==> src/rtl/irq_vector_pkg.sv <==
package irq_vector_pkg;

  // Word slots of the register window, decoded from the byte offset.
  typedef enum logic [1:0] {
    SLOT_MASK   = 2'd0,
    SLOT_RAW    = 2'd1,
    SLOT_MASKED = 2'd2,
    SLOT_NONE   = 2'd3
  } win_slot_e;

  // Word index of each defined slot (byte offset divided by four).
  localparam int unsigned IDX_MASK   = 0;
  localparam int unsigned IDX_RAW    = 1;
  localparam int unsigned IDX_MASKED = 2;

  // Vector codes driven to the core.
  localparam logic [7:0] VEC_SHARED = 8'h30;
  localparam logic [7:0] VEC_BASE   = 8'h31;

endpackage

==> src/rtl/irq_reg_window.sv <==
module irq_reg_window
  import irq_vector_pkg::*;
#(
  parameter int unsigned N_LINES = 30,
  parameter int unsigned DW      = 32,
  parameter int unsigned AW      = 5
) (
  input  logic               clk,
  input  logic               rst_n,
  input  logic [N_LINES-1:0] irq_lines,
  input  logic               bus_sel,
  input  logic               bus_wr,
  input  logic [AW-1:0]      bus_addr,
  input  logic [DW-1:0]      bus_wdata,
  output logic [DW-1:0]      bus_rdata,
  output logic               bus_err,
  output logic [N_LINES-1:0] mask_d,
  output logic [N_LINES-1:0] mask_q,
  output logic [N_LINES-1:0] raw_q
);

  localparam int unsigned IW = AW - 2;

  win_slot_e          slot;
  logic               aligned;
  logic [IW-1:0]      word_idx;
  logic               mask_en;
  logic [N_LINES-1:0] status_sel;

  // Address decode
  always_comb begin
    aligned  = (bus_addr[1:0] == 2'b00);
    word_idx = bus_addr[AW-1:2];
    if (!aligned)
      slot = SLOT_NONE;
    else if (word_idx == IW'(IDX_MASK))
      slot = SLOT_MASK;
    else if (word_idx == IW'(IDX_RAW))
      slot = SLOT_RAW;
    else if (word_idx == IW'(IDX_MASKED))
      slot = SLOT_MASKED;
    else
      slot = SLOT_NONE;
  end

  // Mask next state with explicit enable
  always_comb begin
    mask_en = bus_sel && bus_wr && (slot == SLOT_MASK);
    mask_d  = mask_en ? bus_wdata[N_LINES-1:0] : mask_q;
  end

  // State registers
  always_ff @(posedge clk or negedge rst_n) begin
    if (!rst_n) begin
      mask_q <= '0;
      raw_q  <= '0;
    end else begin
      raw_q <= irq_lines;
      if (mask_en)
        mask_q <= mask_d;
    end
  end

  // Read mux and error strobe
  always_comb begin
    unique case (slot)
      SLOT_MASK:   status_sel = mask_q;
      SLOT_RAW:    status_sel = raw_q;
      SLOT_MASKED: status_sel = raw_q & mask_q;
      default:     status_sel = '0;
    endcase
    bus_rdata              = '0;
    bus_rdata[N_LINES-1:0] = bus_sel ? status_sel : '0;
    bus_err                = bus_sel && (slot == SLOT_NONE);
  end

  generate
    if (N_LINES < DW) begin : g_pad
      logic wdata_hi_unused;
      assign wdata_hi_unused = ^bus_wdata[DW-1:N_LINES];
    end
  endgenerate

  // a flagged access returns zero
  assert_err_reads_zero_R8: assert property (@(posedge clk) disable iff (!rst_n)
    bus_err |-> (bus_rdata == '0));

  // writes outside the mask slot leave the mask alone
  assert_ro_write_R7: assert property (@(posedge clk) disable iff (!rst_n)
    (bus_sel && bus_wr && (bus_addr != '0)) |=> $stable(mask_q));

  // a mask write lands one clock later
  assert_mask_write_R2: assert property (@(posedge clk) disable iff (!rst_n)
    (bus_sel && bus_wr && (bus_addr == '0)) |=> (mask_q == $past(bus_wdata[N_LINES-1:0])));

endmodule

==> src/rtl/irq_vec_encoder.sv <==
module irq_vec_encoder
  import irq_vector_pkg::*;
#(
  parameter int unsigned N_LINES = 30,
  parameter int unsigned VW      = 8
) (
  input  logic [N_LINES-1:0] active,
  output logic               req,
  output logic [VW-1:0]      vec
);

  localparam int unsigned IXW = (N_LINES > 1) ? $clog2(N_LINES) : 1;

  logic [1:0]     hits;
  logic [IXW-1:0] line_ix;

  // Saturating population count (0, 1, many) and position of a set bit
  always_comb begin
    hits    = 2'd0;
    line_ix = '0;
    for (int i = 0; i < N_LINES; i++) begin
      if (active[i]) begin
        if (hits != 2'd2)
          hits = hits + 2'd1;
        line_ix = IXW'(i);
      end
    end
  end

  always_comb begin
    req = (hits != 2'd0);
    unique case (hits)
      2'd0:    vec = '0;
      2'd1:    vec = VW'(VEC_BASE) + VW'(line_ix);
      default: vec = VW'(VEC_SHARED);
    endcase
  end

endmodule

==> src/rtl/irq_vector_ctrl.sv <==
module irq_vector_ctrl
  import irq_vector_pkg::*;
#(
  parameter int unsigned N_LINES = 30,
  parameter int unsigned N_NMI   = 2,
  parameter int unsigned DW      = 32,
  parameter int unsigned AW      = 5,
  parameter int unsigned VW      = 8
) (
  input  logic               clk,
  input  logic               rst_n,
  input  logic [N_LINES-1:0] irq_lines,
  input  logic [N_NMI-1:0]   nmi_lines,
  input  logic               fatal_line,
  input  logic               bus_sel,
  input  logic               bus_wr,
  input  logic [AW-1:0]      bus_addr,
  input  logic [DW-1:0]      bus_wdata,
  output logic [DW-1:0]      bus_rdata,
  output logic               bus_err,
  output logic               irq_req,
  output logic [VW-1:0]      irq_vec,
  output logic               nmi_req,
  output logic               fatal_err
);

  logic [N_LINES-1:0] mask_d;
  logic [N_LINES-1:0] mask_q;
  logic [N_LINES-1:0] raw_q;
  logic [N_LINES-1:0] active_d;
  logic [N_LINES-1:0] active_q;
  logic               req_d;
  logic [VW-1:0]      vec_d;
  logic               nmi_d;

  irq_reg_window #(
    .N_LINES (N_LINES),
    .DW      (DW),
    .AW      (AW)
  ) u_window (
    .clk       (clk),
    .rst_n     (rst_n),
    .irq_lines (irq_lines),
    .bus_sel   (bus_sel),
    .bus_wr    (bus_wr),
    .bus_addr  (bus_addr),
    .bus_wdata (bus_wdata),
    .bus_rdata (bus_rdata),
    .bus_err   (bus_err),
    .mask_d    (mask_d),
    .mask_q    (mask_q),
    .raw_q     (raw_q)
  );

  // Next-state gating so the outputs line up with the status registers
  always_comb begin
    active_d = irq_lines & mask_d;
    active_q = raw_q & mask_q;
    nmi_d    = |nmi_lines;
  end

  irq_vec_encoder #(
    .N_LINES (N_LINES),
    .VW      (VW)
  ) u_encoder (
    .active (active_d),
    .req    (req_d),
    .vec    (vec_d)
  );

  // Output registers
  always_ff @(posedge clk or negedge rst_n) begin
    if (!rst_n) begin
      irq_req   <= 1'b0;
      irq_vec   <= '0;
      nmi_req   <= 1'b0;
      fatal_err <= 1'b0;
    end else begin
      irq_req   <= req_d;
      irq_vec   <= vec_d;
      nmi_req   <= nmi_d;
      fatal_err <= fatal_line;
    end
  end

  assert_idle_vec_R3: assert property (@(posedge clk) disable iff (!rst_n)
    (active_q == '0) |-> (!irq_req && (irq_vec == '0)));

  assert_single_vec_R4: assert property (@(posedge clk) disable iff (!rst_n)
    ($countones(active_q) == 1) |->
      (irq_req && (irq_vec >= VW'(VEC_BASE)) && (irq_vec < VW'(VEC_BASE) + VW'(N_LINES))));

  assert_shared_vec_R5: assert property (@(posedge clk) disable iff (!rst_n)
    ($countones(active_q) > 1) |-> (irq_req && (irq_vec == VW'(VEC_SHARED))));

  assert_nmi_follow_R9: assert property (@(posedge clk) disable iff (!rst_n)
    1'b1 |=> (nmi_req == $past(|nmi_lines)));

  assert_fatal_follow_R10: assert property (@(posedge clk) disable iff (!rst_n)
    1'b1 |=> (fatal_err == $past(fatal_line)));

endmodule

==> config.mk <==
export PLATFORM = sky130hd
export DESIGN_NAME = irq_vector_ctrl
export DESIGN_NICKNAME = d
export VERILOG_FILES = /design/src/rtl/irq_vector_pkg.sv /design/src/rtl/irq_reg_window.sv /design/src/rtl/irq_vec_encoder.sv /design/src/rtl/irq_vector_ctrl.sv
export SDC_FILE = /design/constraint.sdc
export NUM_CORES = 1
export LEC_CHECK = 0
export BUFFER_PORTS_ARGS = -buffer_cell sky130_fd_sc_hd__buf_2
export CAP_MARGIN = 20
export CELL_PAD_IN_SITES_DETAIL_PLACEMENT = 1
export CELL_PAD_IN_SITES_GLOBAL_PLACEMENT = 1
export CORE_ASPECT_RATIO = 0.5
export CORE_MARGIN = 3
export CORE_UTILIZATION = 45
export CTS_CLUSTER_SIZE = 12
export DETAILED_ROUTE_END_ITERATION = 8
export GPL_ROUTABILITY_DRIVEN = 0
export PLACE_DENSITY = 0.92
export SYNTH_ARGS = -nofsm -noshare
export SYNTH_HDL_FRONTEND = slang
export SYNTH_HIERARCHICAL = 1
export SYNTH_SLANG_ARGS = --single-unit
==> constraint.sdc <==
create_clock -name clk -period 12.7 [get_ports clk]
set_input_delay 1.905 -clock clk [delete_from_list [all_inputs] [get_ports clk]]
set_output_delay 1.905 -clock clk [all_outputs]
set_load 0.1 [all_outputs]
==> results of run 1 <==
[stage by stage]
step                cells  setup TNS [ps]
detailed placement   1302           -6200
global placement     1302            -308
CTS                  1363           -19.5
floorplan             902               0
[layer usage]
layer  overflow  track usage
met2         19        0.909
met1          1        0.727
met3          1        0.546
met5          0        0.215
met4         35        0.743
[what timing repair did]
| item | CTS |
|---|---|
| endpoints found under the setup margin | 8 |
| buffers inserted | 46 |
| gates resized for setup | 142 |
| pin swaps | 63 |
| gates cloned | 0 |
[cell families after synthesis]
family,synth area share
buffers and inverters,0.0524
adders and majority gates,0.00947
muxes,0.133
DFF,0.224
AOI/OAI and AO/OA,0.327
and+or+nand+nor,0.221
xor gates and xnor gates,0.0317
other,0.000947
==> results.toml, run 1 <==
[clock_tree]
cts_made_buffers = 9
cts.sinks = 71
root_buffer = "clkbuf_16"
cts_hold_buffers = 0
cts_buffer_depth = 2
htree_levels = 3

[global_route]
overflow = 56
grt_antenna_before_repair = 12
grt_max_degree = 72
groute.usage.overall = 0.724

[synth]
synth_area_leaders = "dfrtp_1, mux2_4, o221a_2, a21oi_1, and2_1"
ys_top_cells_by_count = "dfrtp_1, mux2_4, nor2_1"
syn_avg_cell_area_um2 = 8.80
yosysMostFrequentCell = "dfrtp_1"
synth_cell_types = 113
seq_area_frac_synth = 0.224
ys_ff_latch = 71
synthArstFlopShare = 1.00
synth_cells = 901
ys_warn_count = 6
yosys_most_used_dff = "dfrtp_1"
yosys.area.top_type = "dfrtp_1"
synth-edff-count = 0
yosysTopAreaCellShare = 0.224
netlist_area_um2 = 7930

[floorplanning]
die_y_um = 99.9
std_cell_rows = 33
io_pins = 118
die_x_um = 194
start_util = 0.472

[run_status]
outcome = "did not finish"
lastStage = "5_1_grt"
error = "[ERROR GRT-0232] Routing congestion too high. Check the congestion heatmap in the GUI."

[placed_design]
dpl_cell_area_um2 = 9360
port_buffers = 113
dp_hpwl_um = 24100
post-place-ws_ps = -947

[sta]
endpoint_type = "sequential cell input"
postGrtWorstEndpoint = "irq_vec[3]$_DFF_PN0_/D"
==> run 2: changes to the inputs <==
- CELL_PAD_IN_SITES_DETAIL_PLACEMENT: 1 -> unset
- CELL_PAD_IN_SITES_GLOBAL_PLACEMENT: 1 -> unset
- CORE_ASPECT_RATIO: 0.5 -> unset
- CORE_UTILIZATION: 45 -> 38
- CTS_CLUSTER_SIZE: 12 -> unset
- PLACE_DENSITY: 0.92 -> unset
- PLACE_DENSITY_LB_ADDON: unset -> 0.15
==> results.toml, run 2 <==
[run_status]
outcome = "finished clean"

[finish]
reg_top3 = "u_window/mask_q: 30 flops, u_window/raw_q: 30 flops, irq_vec: 8 flops"
mostFrequentLayoutCell = "buf_4"
syn2layout_area_growth_pct = 40.1
layout_common_cells = "buf_4, buf_2, dfrtp_1"
drive_gt1_frac = 0.497
n_fill_cell = 1887
multi_input_area_um2 = 6490
final_area_um2 = 11100
post-route-util = 0.546
seqCellArea_um2 = 1780
num_antenna_cells = 0
nets = 1242
fin_cells = 1437

[setup_path]
worstRegToRegCells = 50
worst_path_largest_cell_delay_ps = 570
cp_num_buf_inv = 10
cp.depth = 53
critPathTopFamily = "compound AO/OA/AOI/OAI gates"
crit_slowest_cell = "or4b_4"
worst_ep_required_time_ps = 12990
end_kind = "flop"
cp_common_cell = "buf_4"
worst-path-max-fanout = 9
crit_arrival_ps = 12760
criticalPathCategory = "input port to flop"
crit_path_start_kind = "input port"

[detailed_routing]
ant_nets = 0
routedWlPerCell_um = 17.3
drt-total-wl_um = 24900
vias = 8171
drt_iter0_drc = 436
drcViolationCount = 0
drt_first_pass_iters = 5
avgViaCountPerCell = 5.69

[floorplanning]
std_cell_rows = 52
die_x_um = 150
coreArea_um2 = 20400
die_y_um = 150
io_pins = 118
die_area_um2 = 22600
start_util = 0.389

[sta]
setup_viol = 0
final.setup_skew_ps = 16.5
finalHoldViolCount = 0
fmax_mhz = 80.2
worst_pin_slew_ps = 935
maxSlewHeadroom = 0.376
fin_crit_sh = 0.982
period_needed_ps = 12470
maxSlewViolCount = 0

[synth]
synthArstFlopShare = 1.00
seq_area_frac_synth = 0.224
synth_cells = 901
ys_warn_count = 6
yosysTopAreaCellShare = 0.224
ys_top_cells_by_count = "dfrtp_1, mux2_4, nor2_1"
yosys_most_used_dff = "dfrtp_1"
synth_area_leaders = "dfrtp_1, mux2_4, o221a_2, a21oi_1, and2_1"
synth_cell_types = 113
netlist_area_um2 = 7930
yosysMostFrequentCell = "dfrtp_1"
syn_avg_cell_area_um2 = 8.80
ys_ff_latch = 71
synth-edff-count = 0
yosys.area.top_type = "dfrtp_1"

[placed_design]
placedCellCount = 1391
port_buffers = 113
dp_hpwl_um = 17700
dpl_cell_area_um2 = 9770

[global_route]
grt_pass1_wl_um = 38000
groute.usage.overall = 0.206
overflow = 0
grt_pass1_vias = 7619
grt_antenna_before_repair = 0
grt_max_degree = 72

[clock_tree]
cts_buffer_depth = 2
htree_levels = 3
cts_hold_buffers = 0
cts_tree = "done"
cts.sinks = 71
root_buffer = "clkbuf_16"
cts_made_buffers = 9
insertion_delay_ps = 360
path_clk_slew_ps = 60

[min_path]
hold_path_depth = 1
worstHoldPathType = "flop to flop"

[pwr]
ir_drop_uv = 82.4
power_leakage_nw = 5.05
power_density_nw_per_um2 = 195

[flow_run]
maxCapViolations = 0
run 2: area by class of cell:
class,instances,share of cell area
Clock buffer,10,0.0206
Multi-Input combinational cell,747,0.584
Clock inverter,6,0.0105
Tap cell,270,0.0304
Inverter,28,0.00946
Timing Repair Buffer,305,0.185
Sequential cell,71,0.160
run 2: path summary, 6_finish.rpt:
path,to,slack [ps],startpoint
worst max register to register,irq_vec[3]$_DFF_PN0_,2050,u_window/mask_q[1]$_DFFE_PN0P_
max in group asynchronous,u_window/raw_q[23]$_DFF_PN0_,10400,rst_n
worst min register to register,u_window/mask_q[27]$_DFFE_PN0P_,540,u_window/mask_q[27]$_DFFE_PN0P_
worst max-delay path,irq_vec[3]$_DFF_PN0_,230,bus_addr[0]
min in group asynchronous,u_window/mask_q[3]$_DFFE_PN0P_,1690,rst_n
worst min-delay path,u_window/mask_q[27]$_DFFE_PN0P_,540,u_window/mask_q[27]$_DFFE_PN0P_
run 2: what timing repair did:
action,CTS,global route
pin swaps,1,95
endpoints found under the setup margin,4,8
gates resized for setup,5,156
cloned,0,0
setup buffers,1,32
endpoints found under the hold margin,0,0
run 2: power by group:
group          total (mW)  leakage [nW]  internal, mW  switching, mW
Clock               0.305         0.167         0.193          0.111
Combinational        1.59          4.00         0.748          0.843
Sequential          0.267         0.882         0.254         0.0131
run 2: kinds of logic (layout without fill, tap and decap cells):
family / after synthesis / in the layout / share of synthesized area
simple gates: 322 / 322 / 0.221
mux: 72 / 72 / 0.133
other cells: 2 / 3 / 0.000947
fa+ha+maj: 6 / 6 / 0.00947
flops: 71 / 71 / 0.224
xor+xnor: 24 / 24 / 0.0317
compound gates: 320 / 320 / 0.327
buf+inv: 84 / 349 / 0.0524
run 2: stage by stage:
step,setup TNS (ps),power (mW),hold WS (ps),worst slack (ps)
final,0,2.16,537,229
after global routing,-1210,2.30,555,-219
after CTS,0,1.91,538,1.36
after global placement,-2220,1.58,514,-386
after detailed placement,-2060,1.59,522,-364
after floorplan,0,1.12,496,117
run 2: routing by layer:
metal	track usage	share of wire	vias up
met3	0.0301	0.040	23
met5	0	0	-
met1	0.275	0.46	3954
met4	0.0522	0.012	0
met2	0.348	0.49	196
li1	-	-	3998
No activity file was read; power rests on OpenSTA's default activity.
==> run 3: changes to the inputs <==
- clock period: 12.7 -> 12.65 ns (I/O delays scaled with it)
==> results.toml, run 3 (synthesis gave the netlist of run 2 again) <==
[clock_tree]
root_buffer = "clkbuf_16"
cts_made_buffers = 9
cts_buffer_depth = 2
cts.sinks = 71
path_clk_slew_ps = 60
insertion_delay_ps = 360
htree_levels = 3
cts_tree = "done"

[detailed_routing]
drt_first_pass_iters = 5
routedWlPerCell_um = 17.4
ant_nets = 0
drt_iter0_drc = 487
vias = 8171
avgViaCountPerCell = 5.72
drt-total-wl_um = 24800
drcViolationCount = 0

[sta]
maxSlewViolCount = 0
maxSlewHeadroom = 0.367
period_needed_ps = 12380
fin_crit_sh = 0.979
setup_viol = 0
fin_ws_ps = 265
finalHoldViolCount = 0
fmax_mhz = 80.7
final.setup_skew_ps = 16.9
whs_ps = 531
worst_pin_slew_ps = 949
rsz0062_at_grt = "yes"

[setup_path]
worst-path-max-fanout = 9
end_kind = "flop"
criticalPathCategory = "input port to flop"
crit_path_start_kind = "input port"
cp_common_cell = "buf_4"
crit_arrival_ps = 12660
worst_path_largest_cell_delay_ps = 560
crit_slowest_cell = "or4b_4"
critPathTopFamily = "compound AO/OA/AOI/OAI gates"
cp_num_buf_inv = 10
r2r_slack_ps = 2100
worst_ep_required_time_ps = 12920

[floorplanning]
coreArea_um2 = 20400
die_y_um = 150
std_cell_rows = 52
die_x_um = 150
io_pins = 118
die_area_um2 = 22600
start_util = 0.389

[pwr]
power_density_nw_per_um2 = 197
power_leakage_nw = 5.04
ir_drop_uv = 88.9

[flow_run]
maxCapViolations = 0

[finish]
final_area_um2 = 11200
mostFrequentLayoutCell = "buf_4"
reg_top3 = "u_window/mask_q: 30 flops, u_window/raw_q: 30 flops, irq_vec: 8 flops"
syn2layout_area_growth_pct = 41.2
nets = 1234
layout_common_cells = "buf_4, buf_2, dfrtp_1"
num_antenna_cells = 0
drive_gt1_frac = 0.510

[global_route]
grt_antenna_before_repair = 0
grt_max_degree = 72
grt_pass1_wl_um = 37700
overflow = 0
grt_pass1_vias = 7556
groute.usage.overall = 0.204

[placed_design]
dp_hpwl_um = 17700
post-place-ws_ps = -359
port_buffers = 113
dpl_cell_area_um2 = 9760

[run_status]
outcome = "finished clean"

[min_path]
worstHoldPathType = "flop to flop"
## run 3: cell count changes in the layout (fill, tap and decap cells not counted), sizes merged
cell | previous run | this run
clkinv | 5 | 4
inv | 26 | 27
buf | 305 | 295
nor2 | 62 | 63
mux2i | 7 | 8
## run 3: metal layers
metal	up-vias	track usage	routed length, µm
met5	-	0	0
met4	0	0.0567	418
met3	24	0.0274	910
met2	179	0.345	12100
met1	3988	0.273	11300
li1	3980	-	-
## run 3: cell type report
type                    count  area, µm²
fillers                  1841       9170
inverters                  28        105
flip-flops and latches     71       1780
clock inverters             6        116
clock buffers              10        229
multi-input cells         749       6650
repair buffers            295       1980
well taps                 270        338
## run 3: worst paths after layout
path,startpoint,to,depth (start not counted)
max in group asynchronous,rst_n,u_window/mask_q[23]$_DFFE_PN0P_,1
max,bus_addr[0],irq_vec[1]$_DFF_PN0_,53
min,u_window/mask_q[22]$_DFFE_PN0P_,u_window/mask_q[22]$_DFFE_PN0P_,1
min reg2reg,u_window/mask_q[22]$_DFFE_PN0P_,u_window/mask_q[22]$_DFFE_PN0P_,1
max reg2reg,u_window/mask_q[1]$_DFFE_PN0P_,irq_vec[1]$_DFF_PN0_,50
min in group asynchronous,rst_n,u_window/mask_q[3]$_DFFE_PN0P_,1
## run 3: power by group
group / leakage [nW] / internal [mW] / switching [mW] / total [mW]
Sequential: 0.882 / 0.255 / 0.0130 / 0.268
Clock: 0.168 / 0.195 / 0.111 / 0.305
Combinational: 3.99 / 0.764 / 0.871 / 1.64
## run 3: through the flow
step | TNS [ps] | utilization | total power [mW] | cells
after floorplan | 0 | - | 1.13 | 902
after global placement | -2280 | 0.479 | 1.59 | 1391
after detailed placement | -2060 | 0.479 | 1.59 | 1391
after CTS | 0 | 0.498 | 1.92 | 1409
after global routing | -704 | 0.550 | 2.35 | 1429
final | 0 | 0.550 | 2.21 | 1429
## run 3: what timing repair did
item                                    4_1_cts  5_1_grt
gates cloned                                  0        2
pin swaps                                     1       81
hold buffers                                  0        0
buffers inserted                              2       19
endpoints found under the setup margin        4        8
gates resized for setup                       4      182
## run 3: worst reg2reg max path: cells and delay by family, from the launching register on
kind	cells	cell delay (ps)
adder cells (fa/ha/maj)	2	390
flip-flops	1	390
AND/OR/NAND/NOR	12	2430
multiplexers	1	260
AO/OA/AOI/OAI	23	4900
buffers and inverters	9	1350
XOR/XNOR	3	770
